<file path="config.mk">
export PLATFORM = sky130hd
export DESIGN_NAME = cmp_out_timer
export DESIGN_NICKNAME = d
export VERILOG_FILES = /design/src/rtl/timer_pkg.sv /design/src/rtl/timer_tick_gen.sv /design/src/rtl/timer_count_unit.sv /design/src/rtl/timer_wave_gen.sv /design/src/rtl/cmp_out_timer.sv
export SDC_FILE = /design/constraint.sdc
export NUM_CORES = 1
export LEC_CHECK = 0
export ABC_AREA = 1
export BUFFER_PORTS_ARGS = -buffer_cell sky130_fd_sc_hd__buf_2
export CAP_MARGIN = 0
export CORE_UTILIZATION = 41
export DETAILED_ROUTE_END_ITERATION = 16
export PLACE_DENSITY_LB_ADDON = 0.15
export SYNTH_ARGS = -nofsm -noshare
export SYNTH_HDL_FRONTEND = slang
export SYNTH_SLANG_ARGS = --single-unit
</file>
<file path="constraint.sdc">
create_clock -name clk -period 4.2 [get_ports clk]
set_input_delay 0.21 -clock clk [delete_from_list [all_inputs] [get_ports clk]]
set_output_delay 0.21 -clock clk [all_outputs]
set_load 0.01 [all_outputs]
</file>
<file path="src/rtl/timer_pkg.sv">
package timer_pkg;
    localparam int CNT_W = 8;

    typedef enum logic [1:0] {
        WM_NORMAL = 2'd0,
        WM_PHASE  = 2'd1,
        WM_CLEAR  = 2'd2,
        WM_FAST   = 2'd3
    } wave_mode_e;

    // packed order matches control byte bits [6:0]
    typedef struct packed {
        logic [1:0] com;
        wave_mode_e mode;
        logic [2:0] csel;
    } ctrl_t;

    localparam logic [1:0] ADDR_CTRL  = 2'd0;
    localparam logic [1:0] ADDR_COUNT = 2'd1;
    localparam logic [1:0] ADDR_CMP   = 2'd2;
    localparam logic [1:0] ADDR_FLAGS = 2'd3;

    function automatic logic is_pwm(input wave_mode_e m);
        return (m == WM_PHASE) || (m == WM_FAST);
    endfunction
endpackage

</file>
<file path="src/rtl/timer_tick_gen.sv">
module timer_tick_gen #(
    parameter int LOG_A = 3,
    parameter int LOG_B = 5,
    parameter int LOG_C = 6,
    parameter int LOG_D = 8,
    parameter int SYNC_N = 2
) (
    input  logic       clk,
    input  logic       rst_n,
    input  logic [2:0] csel,
    input  logic       ext_in,
    output logic       tick
);
    localparam int PW = LOG_D;
    localparam int SW = SYNC_N + 1;

    typedef struct packed {
        logic [PW-1:0] presc;
        logic [SW-1:0] sync;
    } tg_state_t;

    tg_state_t s_d, s_q;
    logic ext_rise, ext_fall;

    always_comb begin
        s_d       = s_q;
        s_d.presc = s_q.presc + 1'b1;
        s_d.sync  = {s_q.sync[SW-2:0], ext_in};
    end

    always_ff @(posedge clk or negedge rst_n) begin
        if (!rst_n) s_q <= '0;
        else        s_q <= s_d;
    end

    assign ext_rise = s_q.sync[SW-2] & ~s_q.sync[SW-1];
    assign ext_fall = ~s_q.sync[SW-2] & s_q.sync[SW-1];

    always_comb begin
        unique case (csel)
            3'd1:    tick = 1'b1;
            3'd2:    tick = &s_q.presc[LOG_A-1:0];
            3'd3:    tick = &s_q.presc[LOG_B-1:0];
            3'd4:    tick = &s_q.presc[LOG_C-1:0];
            3'd5:    tick = &s_q.presc[LOG_D-1:0];
            3'd6:    tick = ext_fall;
            3'd7:    tick = ext_rise;
            default: tick = 1'b0;
        endcase
    end
endmodule

</file>
<file path="src/rtl/timer_count_unit.sv">
module timer_count_unit
    import timer_pkg::*;
#(
    parameter int W = CNT_W
) (
    input  logic         clk,
    input  logic         rst_n,
    input  logic         tick,
    input  wave_mode_e   mode,
    input  logic [W-1:0] cmp_act,
    input  logic         ld_en,
    input  logic [W-1:0] ld_val,
    output logic [W-1:0] cnt,
    output logic         dir_down,
    output logic         at_top,
    output logic         match,
    output logic         ovf_evt,
    output logic         upd_evt
);
    localparam logic [W-1:0] MAXV = '1;

    typedef struct packed {
        logic [W-1:0] cnt;
        logic         dir;
    } cu_state_t;

    cu_state_t s_d, s_q;
    logic at_bot;

    assign at_top = (s_q.cnt == MAXV);
    assign at_bot = (s_q.cnt == '0);
    assign match  = (s_q.cnt == cmp_act);

    always_comb begin
        s_d = s_q;
        if (tick) begin
            unique case (mode)
                WM_PHASE: begin
                    if (!s_q.dir) begin
                        if (at_top) begin
                            s_d.cnt = s_q.cnt - 1'b1;
                            s_d.dir = 1'b1;
                        end else begin
                            s_d.cnt = s_q.cnt + 1'b1;
                        end
                    end else begin
                        if (at_bot) begin
                            s_d.cnt = s_q.cnt + 1'b1;
                            s_d.dir = 1'b0;
                        end else begin
                            s_d.cnt = s_q.cnt - 1'b1;
                        end
                    end
                end
                WM_CLEAR: s_d.cnt = match ? '0 : s_q.cnt + 1'b1;
                default:  s_d.cnt = s_q.cnt + 1'b1;
            endcase
        end
        if (ld_en) begin
            s_d.cnt = ld_val;
            s_d.dir = s_q.dir;
        end
        if (mode != WM_PHASE) s_d.dir = 1'b0;
    end

    always_ff @(posedge clk or negedge rst_n) begin
        if (!rst_n) s_q <= '0;
        else        s_q <= s_d;
    end

    assign cnt      = s_q.cnt;
    assign dir_down = s_q.dir;
    assign ovf_evt  = tick && ((mode == WM_PHASE) ? at_bot : at_top);
    assign upd_evt  = tick && at_top && is_pwm(mode);

    assert_load_wins_R4: assert property (@(posedge clk) disable iff (!rst_n)
        ld_en |=> (s_q.cnt == $past(ld_val)))
        else $error("counter load lost");

    assert_phase_turn_R5: assert property (@(posedge clk) disable iff (!rst_n)
        (tick && !ld_en && mode == WM_PHASE && !s_q.dir && at_top) |=> s_q.dir)
        else $error("no turn at top");
endmodule

</file>
<file path="src/rtl/timer_wave_gen.sv">
module timer_wave_gen
    import timer_pkg::*;
(
    input  logic       clk,
    input  logic       rst_n,
    input  logic       tick,
    input  wave_mode_e mode,
    input  logic [1:0] com,
    input  logic       match,
    input  logic       at_top,
    input  logic       dir_down,
    input  logic       force_hit,
    output logic       wave_out
);
    logic wave_d, wave_q;
    logic pwm;

    assign pwm = is_pwm(mode);

    always_comb begin
        wave_d = wave_q;
        if (!pwm) begin
            if ((tick && match) || force_hit) begin
                unique case (com)
                    2'd1:    wave_d = ~wave_q;
                    2'd2:    wave_d = 1'b0;
                    2'd3:    wave_d = 1'b1;
                    default: wave_d = wave_q;
                endcase
            end
        end else if (com[1] && tick) begin
            if (mode == WM_FAST) begin
                if (at_top)     wave_d = ~com[0];
                else if (match) wave_d = com[0];
            end else if (match) begin
                wave_d = dir_down ^ com[0];
            end
        end
    end

    always_ff @(posedge clk or negedge rst_n) begin
        if (!rst_n) wave_q <= 1'b0;
        else        wave_q <= wave_d;
    end

    assign wave_out = ((com == 2'd0) || (pwm && com == 2'd1)) ? 1'b0 : wave_q;

    assert_pin_quiet_R10: assert property (@(posedge clk) disable iff (!rst_n)
        (!tick && !force_hit) |=> $stable(wave_q))
        else $error("pin moved without event");
endmodule

</file>
<file path="src/rtl/cmp_out_timer.sv">
module cmp_out_timer
    import timer_pkg::*;
#(
    parameter int W = CNT_W
) (
    input  logic         clk,
    input  logic         rst_n,
    input  logic         bus_wr,
    input  logic [1:0]   bus_addr,
    input  logic [W-1:0] bus_wdata,
    output logic [W-1:0] bus_rdata,
    input  logic         ext_tick_in,
    input  logic         glob_irq_en,
    input  logic         match_ack,
    input  logic         ovf_ack,
    output logic         wave_out,
    output logic         match_irq,
    output logic         ovf_irq
);
    typedef struct packed {
        ctrl_t        ctrl;
        logic [W-1:0] cmp_buf;
        logic [W-1:0] cmp_act;
        logic         mflag;
        logic         oflag;
        logic         men;
        logic         oen;
    } top_state_t;

    top_state_t s_d, s_q;

    logic         tick, match, at_top, dir_down, ovf_evt, upd_evt;
    logic         cnt_wr, ctrl_wr, cmp_wr, flag_wr, force_hit;
    logic [W-1:0] cnt;

    assign ctrl_wr   = bus_wr && (bus_addr == ADDR_CTRL);
    assign cnt_wr    = bus_wr && (bus_addr == ADDR_COUNT);
    assign cmp_wr    = bus_wr && (bus_addr == ADDR_CMP);
    assign flag_wr   = bus_wr && (bus_addr == ADDR_FLAGS);
    assign force_hit = ctrl_wr && bus_wdata[7] && !is_pwm(s_q.ctrl.mode);

    timer_tick_gen u_tick (
        .clk    (clk),
        .rst_n  (rst_n),
        .csel   (s_q.ctrl.csel),
        .ext_in (ext_tick_in),
        .tick   (tick)
    );

    timer_count_unit #(.W(W)) u_count (
        .clk      (clk),
        .rst_n    (rst_n),
        .tick     (tick),
        .mode     (s_q.ctrl.mode),
        .cmp_act  (s_q.cmp_act),
        .ld_en    (cnt_wr),
        .ld_val   (bus_wdata),
        .cnt      (cnt),
        .dir_down (dir_down),
        .at_top   (at_top),
        .match    (match),
        .ovf_evt  (ovf_evt),
        .upd_evt  (upd_evt)
    );

    timer_wave_gen u_wave (
        .clk       (clk),
        .rst_n     (rst_n),
        .tick      (tick),
        .mode      (s_q.ctrl.mode),
        .com       (s_q.ctrl.com),
        .match     (match),
        .at_top    (at_top),
        .dir_down  (dir_down),
        .force_hit (force_hit),
        .wave_out  (wave_out)
    );

    always_comb begin
        s_d = s_q;
        if (ctrl_wr) s_d.ctrl    = ctrl_t'(bus_wdata[6:0]);
        if (cmp_wr)  s_d.cmp_buf = bus_wdata;
        if (is_pwm(s_q.ctrl.mode)) begin
            if (upd_evt) s_d.cmp_act = s_q.cmp_buf;
        end else begin
            s_d.cmp_act = s_d.cmp_buf;
        end
        s_d.mflag = (s_q.mflag && !((flag_wr && bus_wdata[0]) || match_ack))
                    || (tick && match);
        s_d.oflag = (s_q.oflag && !((flag_wr && bus_wdata[1]) || ovf_ack))
                    || ovf_evt;
        if (flag_wr) begin
            s_d.men = bus_wdata[2];
            s_d.oen = bus_wdata[3];
        end
    end

    always_ff @(posedge clk or negedge rst_n) begin
        if (!rst_n) s_q <= '0;
        else        s_q <= s_d;
    end

    always_comb begin
        unique case (bus_addr)
            ADDR_CTRL:  bus_rdata = {1'b0, s_q.ctrl};
            ADDR_COUNT: bus_rdata = cnt;
            ADDR_CMP:   bus_rdata = s_q.cmp_buf;
            default:    bus_rdata = {{(W-4){1'b0}}, s_q.oen, s_q.men, s_q.oflag, s_q.mflag};
        endcase
    end

    assign match_irq = s_q.mflag && s_q.men && glob_irq_en;
    assign ovf_irq   = s_q.oflag && s_q.oen && glob_irq_en;

    assert_match_flag_R6: assert property (@(posedge clk) disable iff (!rst_n)
        (tick && match) |=> s_q.mflag)
        else $error("match flag missed");

    assert_ovf_flag_R6: assert property (@(posedge clk) disable iff (!rst_n)
        ovf_evt |=> s_q.oflag)
        else $error("overflow flag missed");

    assert_buffer_hold_R9: assert property (@(posedge clk) disable iff (!rst_n)
        (is_pwm(s_q.ctrl.mode) && !upd_evt) |=> $stable(s_q.cmp_act))
        else $error("active compare changed between loads");

    assert_stopped_R2: assert property (@(posedge clk) disable iff (!rst_n)
        (s_q.ctrl.csel == 3'd0 && !cnt_wr) |=> $stable(cnt))
        else $error("counter moved while stopped");
endmodule

</file>
## Word level (Yosys, flattened, before mapping)

Cells that the tools add are included.

| storage, ports and cells | value |
|---|---|
| memory bits (writable) | 0 |
| ROM bits | 0 |
| bits in latches | 0 |
| memories kept | 0 |
| output and inout port bits | 11 |
| input bits | 17 |
| logic and storage cells | 118 |
| register bits after elaboration | 48 |

| cells by class | value |
|---|---|
| div/mod/pow operators | 0 |
| shift-type cells | 0 |
| mux-type cells | 26 |
| bitwise logic cells | 7 |
| $add $sub $neg | 3 |
| $lt $le $gt $ge | 0 |
| multiply operators | 0 |
| equality and inequality tests | 24 |
| reductions and logical operators | 44 |

Operators with widths:

| kind | number |
|---|---|
| $mux W8 | 6 |
| $mux W9 | 3 |
| $pmux W8 S3 | 1 |
| $logic_and A1 B1 Y1 | 20 |
| $add A8 B1 Y8 const B | 2 |
| $pmux W8 S2 | 1 |
| $mux W1 | 13 |
| $eq A2 B2 Y1 const B | 6 |
| $eq A3 B3 Y1 const B | 4 |
| $reduce_and A5 Y1 | 2 |
| $eq A8 B8 Y1 | 1 |
| $eq A8 B8 Y1 const B | 1 |
| $logic_not A8 Y1 | 1 |
| $reduce_and A8 Y1 | 1 |
| $reduce_bool A2 Y1 | 4 |
| $sub A8 B1 Y8 const B | 1 |
| $logic_or A1 B1 Y1 | 7 |
| $pmux W1 S7 | 1 |
| $eq A2 B1 Y1 const B | 3 |
| $eq A3 B2 Y1 const B | 2 |
| $ne A3 B3 Y1 const B | 2 |
| $reduce_and A3 Y1 | 2 |
| $reduce_and A6 Y1 | 1 |
| $logic_not A2 Y1 | 2 |
| 9 further kinds | 17 |

## Depth between registers and ports, before layout

| logic depth | value |
|---|---|
| depth after elaboration | 7 |
| gate-level depth with buffers | 14 |

## By module

A second synthesis with hierarchy kept.

| second synthesis, totals | value |
|---|---|
| cells, all modules | 463 |
| area total of the unflattened synthesis | 3,280.6 um^2 |

Modules (own cells, without submodules):

| module | times used | cells an instance | area an instance (um^2) |
|---|---|---|---|
| cmp_out_timer | 1 | 191 | 1,438.9 |
| timer_count_unit | 1 | 183 | 1,161.1 |
| timer_tick_gen | 1 | 55 | 524.3 |
| timer_wave_gen | 1 | 34 | 156.4 |

## Worst setup path before layout

No wires, ideal clock.

| timing | value |
|---|---|
| kind | register to register |
| from | reg u_tick.s_q[3] in the netlist's numbering |
| to | reg s_q[10] in the netlist's numbering |
| cell stages (with the launch flop) | 12 |
| setup slack | 2.525 ns |
| data required time | 4.131 ns |
| setup time | 0.069 ns |
| period minus slack after synthesis | 1.675 ns |
| data arrival time | 1.607 ns |
| cells stage by stage | dfrtp_1 -> ha_1 -> nand3_1 -> inv_1 -> ha_1 -> o21ai_0 -> nand2_1 -> nand2_4 -> o21ai_0 -> inv_1 -> nand2_1 -> nand3_1 |

| between the ends | value |
|---|---|
| cells in the longest elaborated chain, start to end | 5 |
| elaborated cells between the ends (all ways) | 8 |

Ends and longest elaborated chain:

| item | RTL line | text |
|---|---|---|
| from (decl) | timer_tick_gen.sv:22 | `tg_state_t s_d, s_q;` |
| from (signal assigned) | timer_tick_gen.sv:32 | `if (!rst_n) s_q <= '0;` |
| from (signal assigned) | timer_tick_gen.sv:33 | `else s_q <= s_d;` |
| $reduce_and A8 Y1, or another cell as far along | timer_tick_gen.sv:45 | `3'd5: tick = &s_q.presc[LOG_D-1:0];` |
| $pmux W1 S7 * | timer_tick_gen.sv:40 | `unique case (csel)` |
| $logic_and A1 B1 Y1 * (2 in a row) | timer_count_unit.sv:74 | `assign upd_evt = tick && at_top && is_pwm(mode);` |
| $ne A2 B2 Y1 (no line) * | -- |  |
| to (signal assigned) | cmp_out_timer.sv:99 | `if (!rst_n) s_q <= '0;` |
| to (signal assigned) | cmp_out_timer.sv:100 | `else s_q <= s_d;` |
| to (decl) | cmp_out_timer.sv:30 | `top_state_t s_d, s_q;` |

Mark *: on every way between the ends. The rest lies on a longest branch, timed or not.
A chain may end at the register's enable or synchronous reset.

## Worst setup path in the final report

| timing | value |
|---|---|
| from | reg s_q[24] in the netlist's numbering |
| to | out wave_out |

| between the ends | value |
|---|---|
| cells in the longest elaborated chain, start to end | 5 |
| elaborated cells between the ends (all ways) | 6 |

Ends and longest elaborated chain:

| item | RTL line | text |
|---|---|---|
| $eq A2 B1 Y1 or $eq A2 B2 Y1 (tied branches) | timer_pkg.sv:24 | `return (m == WM_PHASE) \|\| (m == WM_FAST);` |
| $logic_or A1 B1 Y1 * | timer_pkg.sv:24 |  |
| $logic_and A1 B1 Y1 * | timer_wave_gen.sv:46 | `assign wave_out = ((com == 2'd0) \|\| (pwm && com == 2'd1)) ? 1'b0 : wave_q;` |
| $logic_or A1 B1 Y1 * | timer_wave_gen.sv:46 |  |
| $mux W1 * | timer_wave_gen.sv:46 |  |
| to (decl) | cmp_out_timer.sv:16 | `output logic wave_out,` |

Marks and branches as above.

==> reports/results.txt <==
Antenna Nets Post-Route - 0
Syn Area/Cell - 6.93 um^2
CORE AREA - 7410 um^2
critical path arrival - 2180 ps
Nets - 516
initial core utilization - 43.5%
Total Wirelength - 8640 um
Post-Route Skew - 11.0 ps
post-synthesis simple-gate area fraction - 35.1%
CTS max path bufs - 2
port bufs - 27
max-cap violations - 0
area fraction of the dominant cell type after synthesis - 37.3%
Detail Placement HPWL - 6740 um
multi-input logic area - 1680 um^2
Via density - 5.01
final hold violations - 0
worst-case hold slack - 9.76 ps
CTS tree - built
top cells by area, synth - dfrtp_1 (37%), nand2_1 (18%), inv_1 (7.8%)
vias in the first global route - 2,882
Rel. slew slack - 26.1%
HP Class - in -> reg
post-DR wirelength/cell - 14.7 um
Worst EP required - 3990 ps
CP delay by family, top - simple AND/OR/NAND/NOR gates
total global routing overflow - 0
initial antenna violation count - 0
register area share after synthesis - 37.3%
dominant cell type by area after synthesis - dfrtp_1
row count - 31
Slew @ Worst Pin - 1110 ps
global-route wire length before repair - 14,700 um
layout cell share with drive strength beyond 1 - 13.1%
adder-cell area share of the yosys netlist - 3.49%
CTS Hold Bufs - 0
hold_sp - ext_tick_in
post-layout util - 47.4%
Worst Setup Path Type - reg -> out
Area Overhead vs Synth - 8.93%
Root Driver - clkbuf_8
Die Y - 90.7 um
CP max stage delay - 410 ps
Syn Std Cell Area - 3220 um^2
Yosys reg bits - 48
post-synth cell types - 31
largest family of logic cells by synthesized area - simple AND/OR/NAND/NOR gates
Max Clk Rate - 418 MHz
top_reg_cell synth - dfrtp_1
Setup Fix Bufs, Post-CTS - 0
pin count of the biggest net entering global routing - 49
antenna cell count - 0
Endpoint, Worst Hold - u_tick.s_d[1]$_DFF_PN0_
Hold Path Cell Cnt - 1
R2R depth - 11
reg2reg end - u_count.cnt[4]$_DFFE_PN0P_
mux cell area share after synthesis - 0%
IO Pins - 28
GPL Wtd Cong - 0.884
CP Buf/Inv Count - 3
ys async rst share - 100%
RSZ-0062 raised after global routing - false
Critical-path top delay cell - nor2_2
Post-synth EDFFs - 0
peak supply drop - 0.198 mV
die width - 90.7 um
Startpoint Class - flop
final setup vio count - 0
H-tree Lvls - 2
cell chain of the critical path - inv_1 > ha_1 > nor2_2 > inv_2 > a21oi_1 > nor2_1 > nor2_1 > buf_2
Synth warnings - 0
CP max FO - 12
Critical Path Most Common Cell - nor2_1
leakage - 1.86 nW
Cells after Synth - 465
cts repair resizes - 0
Inserted Clock Buffers - 5
Clock Sink Count - 48
All-Layer GR Usage - 23.0%
syn_nets - 491
Total Neg Setup Slack - 0 ps
Final Cycle Share - 56.9%
area fraction in compound gates after synthesis - 9.90%
P per Cell Area - 514 nW/um^2
reg2reg start - u_tick.s_q[3]$_DFF_PN0_
DRC Markers - 0
Worst-path clk slew - 90 ps
Worst setup EP type - output pin
total of fill cells in the finished design - 763
final slew viol count - 0
register area - 1200 um^2
DR vias - 2,953
total die area - 8220 um^2
min cycle time layout - 2390 ps
outcome - completed
critical path launch point - s_q[24]$_DFFE_PN0P_
number of iterations in the first detailed-routing pass - 5
worst reg2reg setup slack - 2220 ps
worst skew pair latency - 310 ps
1st-iter DRT viols - 178
Post-Synth XOR/XNOR Area - 3.53%
[logic make-up after synthesis]
group	after synthesis
flip-flops	48
AO/OA/AOI/OAI	58
adder cells (fa/ha/maj)	9
buffers and inverters	84
XOR/XNOR	13
AND/OR/NAND/NOR	253
[placed cells by master, fill, tap and decap left out, drive strengths merged]
cell type / Yosys / final
clkbuf: 1 / 6
o21ai: 37 / 37
o221ai: 3 / 3
clkinv: 0 / 1
nand3: 39 / 39
nor2: 40 / 40
o31ai: 2 / 2
ha: 9 / 9
o22ai: 7 / 7
xnor2: 3 / 3
nor3: 4 / 4
nand2: 164 / 164
inv: 75 / 75
xor2: 10 / 10
nand4: 4 / 4
buf: 8 / 27
or2: 1 / 1
dfrtp: 48 / 48
and2: 1 / 1
a21oi: 8 / 8
o2111ai: 1 / 1
[synthesized netlist by cell type (2+ instances only)]
cell and n:
xnor2_1 3, buf_4 2, ha_1 9, o21ai_0 27, nand3_2 2, o21ai_1 10
nand3_1 37, o221ai_1 3, xor2_1 10, nor2_1 31, nand2_1 156, dfrtp_1 48
nand2_4 4, buf_6 2, o31ai_1 2, buf_2 4, nor2_4 3, nand2_2 4
nand4_1 4, o22ai_1 7, inv_1 67, a21oi_1 8, nor2_2 5, inv_2 8
nor3_1 3
[worst max path at each step]
stage,endpoint,slack [ps],cells after the start
global placement,wave_out,2260,8
finish,wave_out,1810,8
CTS,wave_out,1810,8
global route,wave_out,1710,8
detailed placement,wave_out,2160,8
floorplan,s_q[10]$_DFFE_PN0P_,2520,11
[per-stage QoR]
stage	worst slack [ps]	power [W]	cell area, um^2	std cells
2_1_floorplan	2520	0.00131	3220	465
3_5_place_dp	2160	0.00150	3420	582
4_1_cts	1810	0.00181	3510	589
5_1_grt	1710	0.00197	3510	589
6_report	1810	0.00181	3510	589
3_3_place_gp	2260	0.00150	3420	582
[sequential cells by signal, indices dropped and copies added (netlist names)]
signal            count
u_count.dir_down      1
u_wave.wave_q         1
s_q                  27
u_tick.s_q            9
u_count.cnt           8
u_tick.s_d            2
[power by group]
part	total, W	internal [W]	switching, W	leakage, nW
Sequential	0.000702	0.000557	0.000145	0.599
Clock	0.000301	0.000132	0.000169	0.0473
Combinational	0.000803	0.000281	0.000522	1.21
[area by class of cell]
cell class / count / area share, %
Clock buffer: 6 / 2.35
Clock inverter: 1 / 0.249
Inverter: 75 / 8.02
Multi-Input combinational cell: 333 / 47.8
Sequential cell: 48 / 34.2
Tap cell: 99 / 3.53
Timing Repair Buffer: 27 / 3.85
[per-layer routing]
metal	track usage (%)	vias to the layer above	share of wire, %
li1	-	1508	-
met1	32.9	1360	49
met2	34.7	69	44
met3	3.45	16	4.8
met4	9.01	0	2.3
met5	0	-	0
Note: power is estimated with default switching activity, not from simulation.
